===== src/rtl/exc_pkg.sv =====
package exc_pkg;

  localparam int XLEN = 64;
  localparam int SLEN = 32;

  typedef enum logic [2:0] {
    CS_MCHK    = 3'd0,
    CS_DSTOR   = 3'd1,
    CS_ISTOR   = 3'd2,
    CS_ALIGN   = 3'd3,
    CS_PROG    = 3'd4,
    CS_FPUNAV  = 3'd5,
    CS_SYSCALL = 3'd6,
    CS_FPASST  = 3'd7
  } cause_e;

  // Machine state positions, architectural (MSB = 0) numbering
  localparam int MP_WIDE  = 0;
  localparam int MP_PWR   = 45;
  localparam int MP_EXTEN = 48;
  localparam int MP_USER  = 49;
  localparam int MP_FPAV  = 50;
  localparam int MP_FEM0  = 52;
  localparam int MP_STEP  = 53;
  localparam int MP_BRTR  = 54;
  localparam int MP_FEM1  = 55;
  localparam int MP_PFX   = 57;
  localparam int MP_IXLT  = 58;
  localparam int MP_DXLT  = 59;
  localparam int MP_RCV   = 62;

  function automatic logic [XLEN-1:0] bit64(input int n);
    return 64'(1) << (XLEN - 1 - n);
  endfunction

  function automatic logic [SLEN-1:0] bit32(input int n);
    return 32'(1) << (SLEN - 1 - n);
  endfunction

  function automatic logic [XLEN-1:0] span64(input int lo, input int hi);
    logic [XLEN-1:0] m;
    m = '0;
    for (int i = 0; i < XLEN; i++)
      if (i >= lo && i <= hi) m |= bit64(i);
    return m;
  endfunction

  localparam logic [XLEN-1:0] MS_CLEAR =
    bit64(MP_PWR) | bit64(MP_EXTEN) | bit64(MP_USER) | bit64(MP_FPAV) |
    bit64(MP_FEM0) | bit64(MP_STEP) | bit64(MP_BRTR) | bit64(MP_FEM1) |
    bit64(MP_IXLT) | bit64(MP_DXLT) | bit64(MP_RCV);

  localparam logic [XLEN-1:0] SS_KEEP  = span64(48, 63) | span64(37, 41) | span64(0, 32);
  localparam logic [XLEN-1:0] VEC_HIGH = span64(0, 43);

  // Hardware index of the recoverable and prefix bits
  localparam int HW_RCV = XLEN - 1 - MP_RCV;
  localparam int HW_PFX = XLEN - 1 - MP_PFX;
  localparam int HW_WIDE = XLEN - 1 - MP_WIDE;

  function automatic logic [11:0] vec_offset(input cause_e c);
    case (c)
      CS_MCHK:    return 12'h200;
      CS_DSTOR:   return 12'h300;
      CS_ISTOR:   return 12'h400;
      CS_ALIGN:   return 12'h600;
      CS_PROG:    return 12'h700;
      CS_FPUNAV:  return 12'h800;
      CS_SYSCALL: return 12'hC00;
      default:    return 12'hE00;
    endcase
  endfunction

endpackage


===== src/rtl/exc_reason_enc.sv =====
module exc_reason_enc
  import exc_pkg::*;
#(
  parameter int RSN_W = 3
) (
  input  cause_e            cause,
  input  logic [RSN_W-1:0]  reason,
  input  logic              is_store,
  output logic [XLEN-1:0]   ss_bits,
  output logic [SLEN-1:0]   st_val,
  output logic              st_wr,
  output logic              fa_wr
);

  // Status bit positions (MSB = 0 on the 32-bit status)
  localparam int SP_DIRECT = 0;
  localparam int SP_MISS   = 1;
  localparam int SP_PROT   = 4;
  localparam int SP_STORE  = 6;
  localparam int SP_SEGM   = 10;
  localparam int SP_XVIOL  = 11;
  localparam int SP_XDIS   = 12;

  logic [SLEN-1:0] dstor_rsn;
  logic [XLEN-1:0] istor_rsn;
  logic [XLEN-1:0] prog_rsn;

  always_comb begin
    case (reason)
      RSN_W'(0): dstor_rsn = bit32(SP_DIRECT);
      RSN_W'(1): dstor_rsn = bit32(SP_MISS);
      RSN_W'(2): dstor_rsn = bit32(SP_PROT);
      RSN_W'(3): dstor_rsn = bit32(SP_XVIOL);
      RSN_W'(4): dstor_rsn = bit32(SP_SEGM);
      RSN_W'(5): dstor_rsn = bit32(SP_XDIS);
      default:   dstor_rsn = '0;
    endcase
  end

  always_comb begin
    case (reason)
      RSN_W'(0): istor_rsn = bit64(33);
      RSN_W'(1): istor_rsn = bit64(35);
      RSN_W'(2): istor_rsn = bit64(36);
      RSN_W'(3): istor_rsn = bit64(42);
      default:   istor_rsn = '0;
    endcase
  end

  always_comb begin
    case (reason)
      RSN_W'(0): prog_rsn = bit64(43);
      RSN_W'(1),
      RSN_W'(4): prog_rsn = bit64(44);
      RSN_W'(2): prog_rsn = bit64(45);
      RSN_W'(3): prog_rsn = bit64(46);
      default:   prog_rsn = '0;
    endcase
  end

  always_comb begin
    ss_bits = '0;
    st_val  = '0;
    st_wr   = 1'b0;
    fa_wr   = 1'b0;
    case (cause)
      CS_DSTOR: begin
        st_val = dstor_rsn | (is_store ? bit32(SP_STORE) : '0);
        st_wr  = 1'b1;
        fa_wr  = 1'b1;
      end
      CS_ALIGN: begin
        st_wr = 1'b1;
        fa_wr = 1'b1;
      end
      CS_ISTOR: ss_bits = istor_rsn;
      CS_PROG:  ss_bits = prog_rsn;
      default: ;
    endcase
  end

  always_comb begin
    if (cause == CS_PROG || cause == CS_ISTOR)
      AST_ONE_REASON: assert ($countones(ss_bits) <= 1) else $error("multiple reason bits");
  end

endmodule


===== src/rtl/exc_state_calc.sv =====
module exc_state_calc
  import exc_pkg::*;
(
  input  cause_e           cause,
  input  logic [XLEN-1:0]  msr_old,
  input  logic [XLEN-1:0]  ss_bits,
  output logic [XLEN-1:0]  msr_new,
  output logic [XLEN-1:0]  ss_new,
  output logic [XLEN-1:0]  fetch
);

  logic [XLEN-1:0] base;

  always_comb begin
    msr_new = (msr_old & ~MS_CLEAR) | bit64(MP_WIDE);
    ss_new  = (msr_old & SS_KEEP) | ss_bits;
    base    = msr_new[HW_PFX] ? VEC_HIGH : '0;
    fetch   = base | XLEN'(vec_offset(cause));
  end

endmodule


===== src/rtl/exc_entry_seq.sv =====
module exc_entry_seq
  import exc_pkg::*;
#(
  parameter int RSN_W       = 3,
  parameter int SYS_STEP    = 4,
  parameter int SYNC_STAGES = 2
) (
  input  logic              clk,
  input  logic              rst_n,
  input  logic              take_i,
  input  logic [2:0]        cause_i,
  input  logic [RSN_W-1:0]  reason_i,
  input  logic              store_i,
  input  logic [63:0]       cia_i,
  input  logic [63:0]       ea_i,
  input  logic [63:0]       msr_i,
  input  logic              ld_en_i,
  input  logic [1:0]        ld_sel_i,
  input  logic [63:0]       ld_data_i,
  output logic [63:0]       msr_o,
  output logic [63:0]       ret_o,
  output logic [63:0]       saved_o,
  output logic [31:0]       status_o,
  output logic [63:0]       fault_addr_o,
  output logic [63:0]       fetch_o,
  output logic              done_o,
  output logic              dbl_err_o
);

  localparam logic [1:0] LD_RET = 2'd0;
  localparam logic [1:0] LD_SS  = 2'd1;
  localparam logic [1:0] LD_ST  = 2'd2;
  localparam logic [1:0] LD_FA  = 2'd3;

  // Reset: asserted asynchronously, released through a flop chain
  logic [SYNC_STAGES-1:0] rst_pipe;
  logic                   rst_q_n;

  always_ff @(posedge clk or negedge rst_n) begin
    if (!rst_n) rst_pipe <= '0;
    else        rst_pipe <= {rst_pipe[SYNC_STAGES-2:0], 1'b1};
  end
  assign rst_q_n = rst_pipe[SYNC_STAGES-1];

  cause_e          cause;
  logic [XLEN-1:0] ss_bits, msr_calc, ss_calc, fetch_calc;
  logic [SLEN-1:0] st_val;
  logic            st_wr, fa_wr;

  assign cause = cause_e'(cause_i);

  exc_reason_enc #(.RSN_W(RSN_W)) u_enc (
    .cause    (cause),
    .reason   (reason_i),
    .is_store (store_i),
    .ss_bits  (ss_bits),
    .st_val   (st_val),
    .st_wr    (st_wr),
    .fa_wr    (fa_wr)
  );

  exc_state_calc u_calc (
    .cause   (cause),
    .msr_old (msr_i),
    .ss_bits (ss_bits),
    .msr_new (msr_calc),
    .ss_new  (ss_calc),
    .fetch   (fetch_calc)
  );

  logic [XLEN-1:0] msr_n, ret_n, ss_n, fa_n, fetch_n;
  logic [SLEN-1:0] st_n;
  logic            done_n, dbl_n;

  always_comb begin
    msr_n   = msr_o;
    ret_n   = ret_o;
    ss_n    = saved_o;
    st_n    = status_o;
    fa_n    = fault_addr_o;
    fetch_n = fetch_o;
    done_n  = 1'b0;
    dbl_n   = 1'b0;
    if (take_i) begin
      msr_n   = msr_calc;
      ss_n    = ss_calc;
      fetch_n = fetch_calc;
      ret_n   = (cause == CS_SYSCALL) ? cia_i + XLEN'(SYS_STEP) : cia_i;
      if (st_wr) st_n = st_val;
      if (fa_wr) fa_n = ea_i;
      done_n  = 1'b1;
      dbl_n   = ~msr_i[HW_RCV];
    end else if (ld_en_i) begin
      case (ld_sel_i)
        LD_RET:  ret_n = ld_data_i;
        LD_SS:   ss_n  = ld_data_i;
        LD_ST:   st_n  = ld_data_i[SLEN-1:0];
        LD_FA:   fa_n  = ld_data_i;
        default: ;
      endcase
    end
  end

  always_ff @(posedge clk or negedge rst_q_n) begin
    if (!rst_q_n) begin
      msr_o        <= '0;
      ret_o        <= '0;
      saved_o      <= '0;
      status_o     <= '0;
      fault_addr_o <= '0;
      fetch_o      <= '0;
      done_o       <= 1'b0;
      dbl_err_o    <= 1'b0;
    end else begin
      msr_o        <= msr_n;
      ret_o        <= ret_n;
      saved_o      <= ss_n;
      status_o     <= st_n;
      fault_addr_o <= fa_n;
      fetch_o      <= fetch_n;
      done_o       <= done_n;
      dbl_err_o    <= dbl_n;
    end
  end

  AST_DONE_AFTER_TAKE: assert property (@(posedge clk) disable iff (!rst_q_n)
    take_i |=> done_o) else $error("no completion after take");
  AST_NO_STRAY_DONE: assert property (@(posedge clk) disable iff (!rst_q_n)
    !take_i |=> !done_o) else $error("completion without take");
  AST_WIDE_SET: assert property (@(posedge clk) disable iff (!rst_q_n)
    done_o |-> msr_o[HW_WIDE]) else $error("wide-mode bit not forced");
  AST_DOUBLE_FLAG: assert property (@(posedge clk) disable iff (!rst_q_n)
    (take_i && !msr_i[HW_RCV]) |=> dbl_err_o) else $error("double exception missed");
  AST_SYSCALL_RET: assert property (@(posedge clk) disable iff (!rst_q_n)
    (take_i && cause_i == 3'd6) |=> (ret_o == $past(cia_i) + 64'(SYS_STEP))) else $error("syscall return");
  AST_ALIGN_ZERO: assert property (@(posedge clk) disable iff (!rst_q_n)
    (take_i && cause_i == 3'd3) |=> (status_o == '0)) else $error("alignment status");
  AST_STATUS_HOLD: assert property (@(posedge clk) disable iff (!rst_q_n)
    (take_i && cause_i != 3'd1 && cause_i != 3'd3) |=> ($stable(status_o) && $stable(fault_addr_o)))
    else $error("fault registers changed");

endmodule


===== config.mk =====
export PLATFORM = sky130hd
export DESIGN_NAME = exc_entry_seq
export DESIGN_NICKNAME = d
export VERILOG_FILES = /design/src/rtl/exc_pkg.sv /design/src/rtl/exc_reason_enc.sv /design/src/rtl/exc_state_calc.sv /design/src/rtl/exc_entry_seq.sv
export SDC_FILE = /design/constraint.sdc
export NUM_CORES = 1
export LEC_CHECK = 0
export BUFFER_PORTS_ARGS = -buffer_cell sky130_fd_sc_hd__buf_2
export CORE_AREA = 2 2 244 246
export CTS_CLUSTER_SIZE = 12
export DETAILED_ROUTE_END_ITERATION = 8
export DIE_AREA = 0 0 246 248
export GPL_TIMING_DRIVEN = 0
export PLACE_DENSITY_LB_ADDON = 0.08
export SKIP_LAST_GASP = 1
export SLEW_MARGIN = 20
export SYNTH_ARGS = -nofsm -noshare
export SYNTH_HDL_FRONTEND = slang
export SYNTH_SLANG_ARGS = --single-unit

===== constraint.sdc =====
create_clock -name clk -period 19.5 [get_ports clk]
set_clock_uncertainty 0.2 [all_clocks]
set_input_delay 0.975 -clock clk [delete_from_list [all_inputs] [get_ports clk]]
set_output_delay 0.975 -clock clk [all_outputs]
set_load 0.05 [all_outputs]

==> results of run 1 <==
[synthesized netlist by cell type, types with 2 or more instances]
library cell	count
o21a_1	6
or3_1	14
dfrtp_1	285
nand2_1	172
nand4_1	21
nor3_1	2
nor2b_1	64
or2_2	3
and3_1	7
clkbuf_1	80
nand3_1	18
o21ai_0	159
a21oi_1	76
and4_1	5
nor3b_1	2
xor2_1	22
conb_1	2
buf_2	4
a211oi_1	56
o31ai_1	22
inv_1	54
nor2_1	81
and2_1	2
o31a_1	2
nand3b_1	3
mux2_2	11
buf_4	71
a31oi_1	59
a2bb2oi_1	2
mux2i_1	99
buf_1	9
xnor2_1	6
or4_1	22
[where the power goes]
part	total, mW	leakage [nW]	internal, mW	switching (mW)
sequential	0.705	3.36	0.664	0.0409
combinational	0.629	5.45	0.151	0.478
clock	0.724	0.617	0.442	0.282
[state kept, by name (all words and copies together) (netlist names)]
signal	cells
dbl_err_o	1
done_o	1
fault_addr_o	64
fetch_o	4
msr_o	53
ret_o	64
rst_pipe	2
saved_o	64
status_o	32
[cell type report]
cell class / count / area [sq um] / area share (%)
sequential: 285 / 7137 / 36.64
multi-input combinational: 976 / 5821 / 29.88
timing repair buffer: 602 / 3159 / 16.22
clock buffer: 56 / 1142 / 5.865
tap: 773 / 967.2 / 4.965
buffer: 165 / 902.1 / 4.631
inverter: 54 / 202.7 / 1.041
clock inverter: 7 / 110.1 / 0.5653
antenna: 15 / 37.54 / 0.1927
[logic make-up (layout without fill, tap and decap cells)]
group / after synthesis / count (layout)
adders and majority gates: 1 / 1
and+or+nand+nor: 424 / 424
xor gates and xnor gates: 28 / 28
other: 2 / 43
muxes: 110 / 110
DFF: 285 / 285
buffers and inverters: 219 / 884
AOI/OAI and AO/OA: 385 / 385
[repair_timing]
action | CTS | global route
hold buffers | 1 | 0
endpoints found under the hold margin | 2 | 0
gates resized for setup | 0 | 0
[routing by layer]
metal / GRT usage [%] / vias to the layer above / part of all wire [%]
li1: - / 6360 / -
met1: 26.48 / 6605 / 41
met2: 37.69 / 439 / 49
met3: 7.288 / 100 / 7.8
met4: 6.346 / 24 / 2.4
met5: 0 / - / 0.23
[worst min path at each step]
stage	startpoint	endpoint	slack, ns	cells after the start
after global routing	rst_pipe[1]$_DFF_PN0_	fault_addr_o[50]$_DFFE_PN0P_	0.07	0
final	rst_pipe[1]$_DFF_PN0_	fault_addr_o[50]$_DFFE_PN0P_	0.04	0
after floorplan	rst_pipe[0]$_DFF_PN0_	rst_pipe[1]$_DFF_PN0_	0.13	0
after detailed placement	rst_pipe[1]$_DFF_PN0_	fault_addr_o[50]$_DFFE_PN0P_	0.05	0
after CTS	rst_pipe[1]$_DFF_PN0_	fault_addr_o[50]$_DFFE_PN0P_	0.05	0
after global placement	rst_pipe[0]$_DFF_PN0_	rst_pipe[1]$_DFF_PN0_	0.14	0
[per-stage QoR]
stage / util (%) / worst slack (ns)
2_1_floorplan: - / 10.77
3_3_place_gp: 30.77 / 5.925
3_5_place_dp: 31.09 / 14.27
4_1_cts: 33.25 / 14.87
5_1_grt: 33.29 / 14.81
6_report: 33.32 / 14.99
==> summary.md, run 1 <==
| Metric | Value |
|---|---|
| Family with the most delay on the worst path | buffers and inverters |
| Clk sinks | between 200 and 300 |
| Outcome | finished, final reports clean |
| Largest family of logic cells by synthesized area | compound AO/OA/AOI/OAI gates |
| Design Area, Final | around 0.019 sq mm |
| Pin count of the biggest net entering global routing | between 50 and 60 |
| Final Hold Viols | 0 |
| Initial core utilization | between 20% and 30% |
| Arr. time, crit path | about 4.7 ns |
| Io pins | roughly 620 |
| Die Span Y | ~250 microns |
| R2R cell count | 3 |
| R2R Setup Slk | about 18 ns |
| Avg Inst Size Synth | approximately 9.6 sq um |
| DR vias | around 14000 |
| Number of global-route vias before repair | roughly 14000 |
| Ys async rst share | 100.0% |
| Seq cells post-synth | ~290 |
| RSZ-0062 raised after global routing | false |
| Fin crit share | 23.11% |
| PD cells | between 100 and 150 mW/mm^2 |
| Min-Delay Path Class | reg2async |
| GR Overflow Total | 0 |
| Tmin final | 4.507 ns |
| Pre-Repair DR Iteration Count | 5 |
| Die area | around 0.06 sq mm |
| DRT antenna net count | 0 |
| Crit path top cell by count | clkbuf_1 |
| Number of flops mapped to enable cells by yosys | 0 |
| Post-synthesis mux area share | about 8% |
| Num CTS Buffers | 38 |
| Crit. Startpoint | take_i |
| Layout area overhead | 39.61% |
| Placed cells | 2854 |
| Final Max Tran Viols | 0 |
| Worst path buffer plus inverter count | 6 |
| CP cell instances | buf_2 -> clkbuf_1 -> clkbuf_1 -> clkbuf_1 -> buf_2 -> clkbuf_1 -> a21oi_1 |
| Origin of the critical flop-to-flop path | rst_pipe[1]$_DFF_PN0_ |
| Average wire per standard cell | around 24 microns |
| Xor and xnor fraction of the mapped netlist area | between 1.5 and 2% |
| Synth area leader | dfrtp_1 |
| FMAX | roughly 220 MHz |
| Slew HR | 27.14% |
| Crit path to | ret_o[28]$_DFFE_PN0P_ |
| Final setup fails | 0 |
| Pwr Total | around 2.1 mW |
| TritonCTS clock tree | done |
| Cell types occupying the most area after synthesis | dfrtp_1 (51%), mux2i_1 (7.1%), o21ai_0 (5.7%) |
| Row count | 89 |
| Max-cap violations | 0 |
| Leakage | ~9.4 nW |
| Critical path launch point type | input pin |
| CP Max Fanout | 10 |
| Number of remaining DRC errors | 0 |
| Worst EP required | about 20 ns |
| Worst skew pair latency | approximately 0.55 ns |
| Minimum hold slack | between 0.04 and 0.05 ns |
| Slowest stage cell, crit path | clkbuf_1 |
| Max rail drop VDD | between 0.04 and 0.05 mV |
| Setup TNS | 0 ns |
| H-tree depth | 2 |
| Via density | around 4.6 |
| Post-synthesis simple-gate area fraction | between 10% and 20% |
| Critical Path Max Stage Delay | 0.80 ns |
| Most common cell after layout, fill and taps aside | buf_2 |
| Initial DRC count | between 600 and 700 |
| Synth Warn # | 0 |
| Post-synth cell types | 46 |
| Cell depth of the worst setup path | 7 |
| Non-Filler Instances | between 2000 and 3000 |
| Die Wd | 246 microns |
| Fin nets | about 2400 |
| Placer Congestion | just over 0.8 |
| Root Driver | clkbuf_16 |
| Commonest cells after routing, fill and taps aside | buf_2 (598), dfrtp_1 (283), nand2_1 (172), o21ai_0 (159), mux2i_1 (99) |
| Deepest clock path buffer count | 3 |
| First-pass GRT wire length | between 90 and 100 mm |
| Compound-Gate Fraction of Synth Area | between 10% and 20% |
| Worst flop-to-flop path endpoint | status_o[14]$_DFFE_PN0P_ |
| Post-CTS setup buffers | 0 |
| Placement Cell Area | roughly 0.018 sq mm |
| Post-Syn Instances | between 1000 and 1500 |
| Worst Setup End Kind | register |
| Slew @ Worst Pin | ~1.1 ns |
| # fillers | 6326 |
| DP Wirelength | roughly 54 mm |
| Share of the synthesized area in the top cell type | around 51% |
| All-layer global routing usage | 22.11% |
| Initial antenna violation count | 29 |
| WL final | between 60 and 70 mm |
| Critical path class | in2reg |
| Register area share after synthesis | between 50 and 60% |
| Adder-cell share of the synthesized area | 0.08968% |
| CORE AREA | approximately 0.058 sq mm |
| IO Port Bufs | around 600 |
| Clock transition at path regs | 0.06 ns |
| Mapped cell area | approximately 0.014 sq mm |
| Top FF cell, synth | dfrtp_1 |
| Share of cells above drive strength 1 | 35.24% |
Note: power is estimated with default switching activity, not from simulation.
==> inputs of run 2 (changes only) <==
--- a/config.mk
+++ b/config.mk
@@ -6,10 +6,10 @@
 export NUM_CORES = 1
 export LEC_CHECK = 0
 export BUFFER_PORTS_ARGS = -buffer_cell sky130_fd_sc_hd__buf_2
-export CORE_AREA = 2 2 244 246
+export CORE_AREA = 2 2 246 248
 export CTS_CLUSTER_SIZE = 12
 export DETAILED_ROUTE_END_ITERATION = 8
-export DIE_AREA = 0 0 246 248
+export DIE_AREA = 0 0 248 250
 export GPL_TIMING_DRIVEN = 0
 export PLACE_DENSITY_LB_ADDON = 0.08
 export SKIP_LAST_GASP = 1
==> constraint.sdc (replaced) <==
create_clock -name clk -period 3.8 [get_ports clk]
set_clock_uncertainty 0.2 [all_clocks]
set_input_delay 0.19 -clock clk [delete_from_list [all_inputs] [get_ports clk]]
set_output_delay 0.19 -clock clk [all_outputs]
set_load 0.05 [all_outputs]
==> run 2 against run 1 <==
Die area increased by 1.6%. Non-clock buffer count rose by 364. Critical path depth increased by 4. Final cell count grew 13%. Sequential power increased to 5.1 times the previous value. Clock-buffer cell count up 4. Register-to-register slack got worse by 16 ns. Sequential share of layout area shrank 5.8 points. Cell area increased by 19%. Critical endpoint is now ret_o[57]$_DFFE_PN0P_. Highest routed layer unchanged.
==> summary.md, run 2 (same netlist as run 1, synthesis figures left out) <==
| Metric | Value |
|---|---|
| HP Start | cause_i[1] |
| R2R Setup Slk | 2.04 ns (-15.85 ns) |
| Critical path launch point type | input pin |
| Placement Cell Area | 0.01816 sq mm (about the same) |
| Die area | 0.06200 sq mm (+1.6%) |
| Initial core utilization | 23.42% (-0.44 points) |
| WHS Path Cells | 3 |
| Worst flop-to-flop path endpoint | fault_addr_o[14]$_DFFE_PN0P_ |
| Hold EP | fetch_o[8]$_DFFE_PN0P_ |
| # fillers | 6227 (-1.6%) |
| Worst EP required | 4.03 ns (-15.67 ns) |
| Post-CTS setup buffers | 0 (unchanged) |
| Average wire per standard cell | 21.92 microns (-7.3%) |
| Worst skew pair latency | 0.54 ns (about the same) |
| Largest registers | fault_addr_o x64, ret_o x64, saved_o x64 |
| Final Max Tran Viols | 0 (unchanged) |
| Share of cells above drive strength 1 | 30.23% (-5.0 points) |
| Commonest cells after routing, fill and taps aside | buf_2 (599), dlygate4sd3_1 (368), dfrtp_1 (283), nand2_1 (172), o21ai_0 (159) |
| Via density | 4.555 (-1.2%) |
| Deepest clock path buffer count | 3 (unchanged) |
| TritonCTS clock tree | done |
| Final setup fails | 0 (unchanged) |
| Outcome | finished, final reports clean |
| RSZ-0062 raised after global routing | true |
| Initial antenna violation count | 13 (-55%) |
| All-layer global routing usage | 22.88% (+0.77 points) |
| CORE AREA | 0.05957 sq mm (+1.9%) |
| Arr. time, crit path | 4.03 ns (-0.68 ns) |
| Slew @ Worst Pin | 1.083 ns (-0.009541 ns) |
| Design Area, Final | 0.02312 sq mm (+19%) |
| Layout area overhead | 65.70% |
| WL final | 72.42 mm (+4.4%) |
| DR vias | 15050 (+11%) |
| Clock transition at path regs | 0.06 ns (about the same) |
| Die Span Y | 250 microns (+0.81%) |
| Root Driver | clkbuf_16 |
| Fin nets | 2756 (+15%) |
| Number of remaining DRC errors | 0 (unchanged) |
| PD cells | 470.7 mW/mm^2 (+350%) |
| Pwr Total | 10.88 mW (+430%) |
| Io pins | 623 (unchanged) |
| Max-cap violations | 0 (unchanged) |
| Min-Delay Path Class | in2reg |
| Worst Setup End Kind | register |
| H-tree depth | 2 (unchanged) |
| DP Wirelength | 54.38 mm (+0.33%) |
| Most common cell after layout, fill and taps aside | buf_2 |
| Non-Filler Instances | 3304 (+13%) |
| Max rail drop VDD | 0.3487 mV (+600%) |
| GR Overflow Total | 0 (unchanged) |
| Number of global-route vias before repair | 15920 (+15%) |
| FMAX | 263.5 MHz |
| Origin of the critical flop-to-flop path | rst_pipe[1]$_DFF_PN0_ |
| Final Hold Viols | 0 (unchanged) |
| CP Max Fanout | 10 (unchanged) |
| Minimum hold slack | 0.03129 ns (-0.009303 ns) |
| First-pass GRT wire length | 105.3 mm (+7.4%) |
| IO Port Bufs | 594 (unchanged) |
| Row count | 90 (+1.1%) |
| Leakage | 10.95 nW (+16%) |
| Placer Congestion | 0.8367 (+3.2%) |
| Placed cells | 2862 (+0.28%) |
| Slew HR | 27.77% (+0.64 points) |
| DRT antenna net count | 0 (unchanged) |
| R2R cell count | 3 (unchanged) |
| Tmin final | 3.795 ns |
| Num CTS Buffers | 38 (unchanged) |
| Die Wd | 248 microns (+0.81%) |
| Pre-Repair DR Iteration Count | 5 (unchanged) |
| Clk sinks | 285 (unchanged) |
| Pin count of the biggest net entering global routing | 52 (+2.0%) |
| Critical path class | in2reg |
| Fin crit share | 99.87% |
| Initial DRC count | 663 (+1.5%) |
[run 2: cell types whose count changed in the layout (fill, tap and decap cells not counted), moves of 2 or more]
cell           delta
buf_16            -2
clkbuf_8          +2
bufinv_16         -2
buf_12            +2
diode_2           -7
dlygate4sd3_1   +367
[run 2: worst max-delay path by stage]
stage | start | slack, ns | to | depth (start not counted)
CTS | take_i | 0.03 | ret_o[22]$_DFFE_PN0P_ | 7
floorplan | rst_pipe[1]$_DFF_PN0_ | 0.76 | dbl_err_o$_DFF_PN0_ | 0
detailed placement | take_i | -0.56 | ret_o[22]$_DFFE_PN0P_ | 7
global placement | rst_pipe[1]$_DFF_PN0_ | -0.85 | fault_addr_o[17]$_DFFE_PN0P_ | 0
finish | cia_i[15] | 0.005 | ret_o[57]$_DFFE_PN0P_ | 11
global route | cia_i[15] | -0.13 | ret_o[57]$_DFFE_PN0P_ | 11
[run 2: critical path, cell delays in order]
cell,delay [ns]
dlygate4sd3_1,0.54
buf_2,0.14
and4_1,0.21
clkbuf_1,0.47
nand3_4,0.30
buf_6,0.26
clkbuf_1,0.36
o31ai_1,0.30
dlygate4sd3_1,0.59
a31oi_1,0.07
dlygate4sd3_1,0.58
[run 2: stage by stage]
stage          util [%]  setup WS, ns  TNS [ns]
2_1_floorplan         -        0.7561         0
6_report          38.81      0.004861         0
3_5_place_dp      30.49       -0.5610    -24.19
5_1_grt           38.80       -0.1280   -0.2020
4_1_cts           38.78       0.02991         0
3_3_place_gp      30.22       -0.8483   -273.16
[run 2: layout make-up]
| cell class | instances | area, sq um | share of cell area, % |
|---|---|---|---|
| Antenna cell | 8 | 20.02 | 0.08659 |
| Buffer | 163 | 895.9 | 3.875 |
| Clock buffer | 60 | 1177 | 5.093 |
| Clock inverter | 8 | 75.07 | 0.3247 |
| Inverter | 54 | 202.7 | 0.8768 |
| Multi-Input combinational cell | 976 | 5826 | 25.20 |
| Sequential cell | 285 | 7137 | 30.87 |
| Tap cell | 782 | 978.4 | 4.232 |
| Timing Repair Buffer | 968 | 6807 | 29.44 |
[run 2: what timing repair did]
| action | 4_1_cts | 5_1_grt |
|---|---|---|
| endpoints found under the setup margin | 0 | 19 |
| hold endpoints to repair | 283 | 0 |
| resized for setup | 0 | 4 |
| hold buffers | 368 | 0 |
[run 2: per-layer routing]
layer / share of wire [%] / up-vias / track usage (%)
met2: 49 / 484 / 39.11
met4: 3.0 / 12 / 7.442
met1: 42 / 7343 / 28.09
li1: - / 7094 / -
met3: 6.3 / 117 / 5.431
met5: 0.11 / - / 0
[run 2: power by group]
part,leakage [nW],total [mW],internal (mW),switching [mW]
clock,0.614,3.68,2.19,1.49
combinational,6.97,3.58,1.05,2.53
sequential,3.36,3.62,3.41,0.214
total,11.0,10.9,6.65,4.23
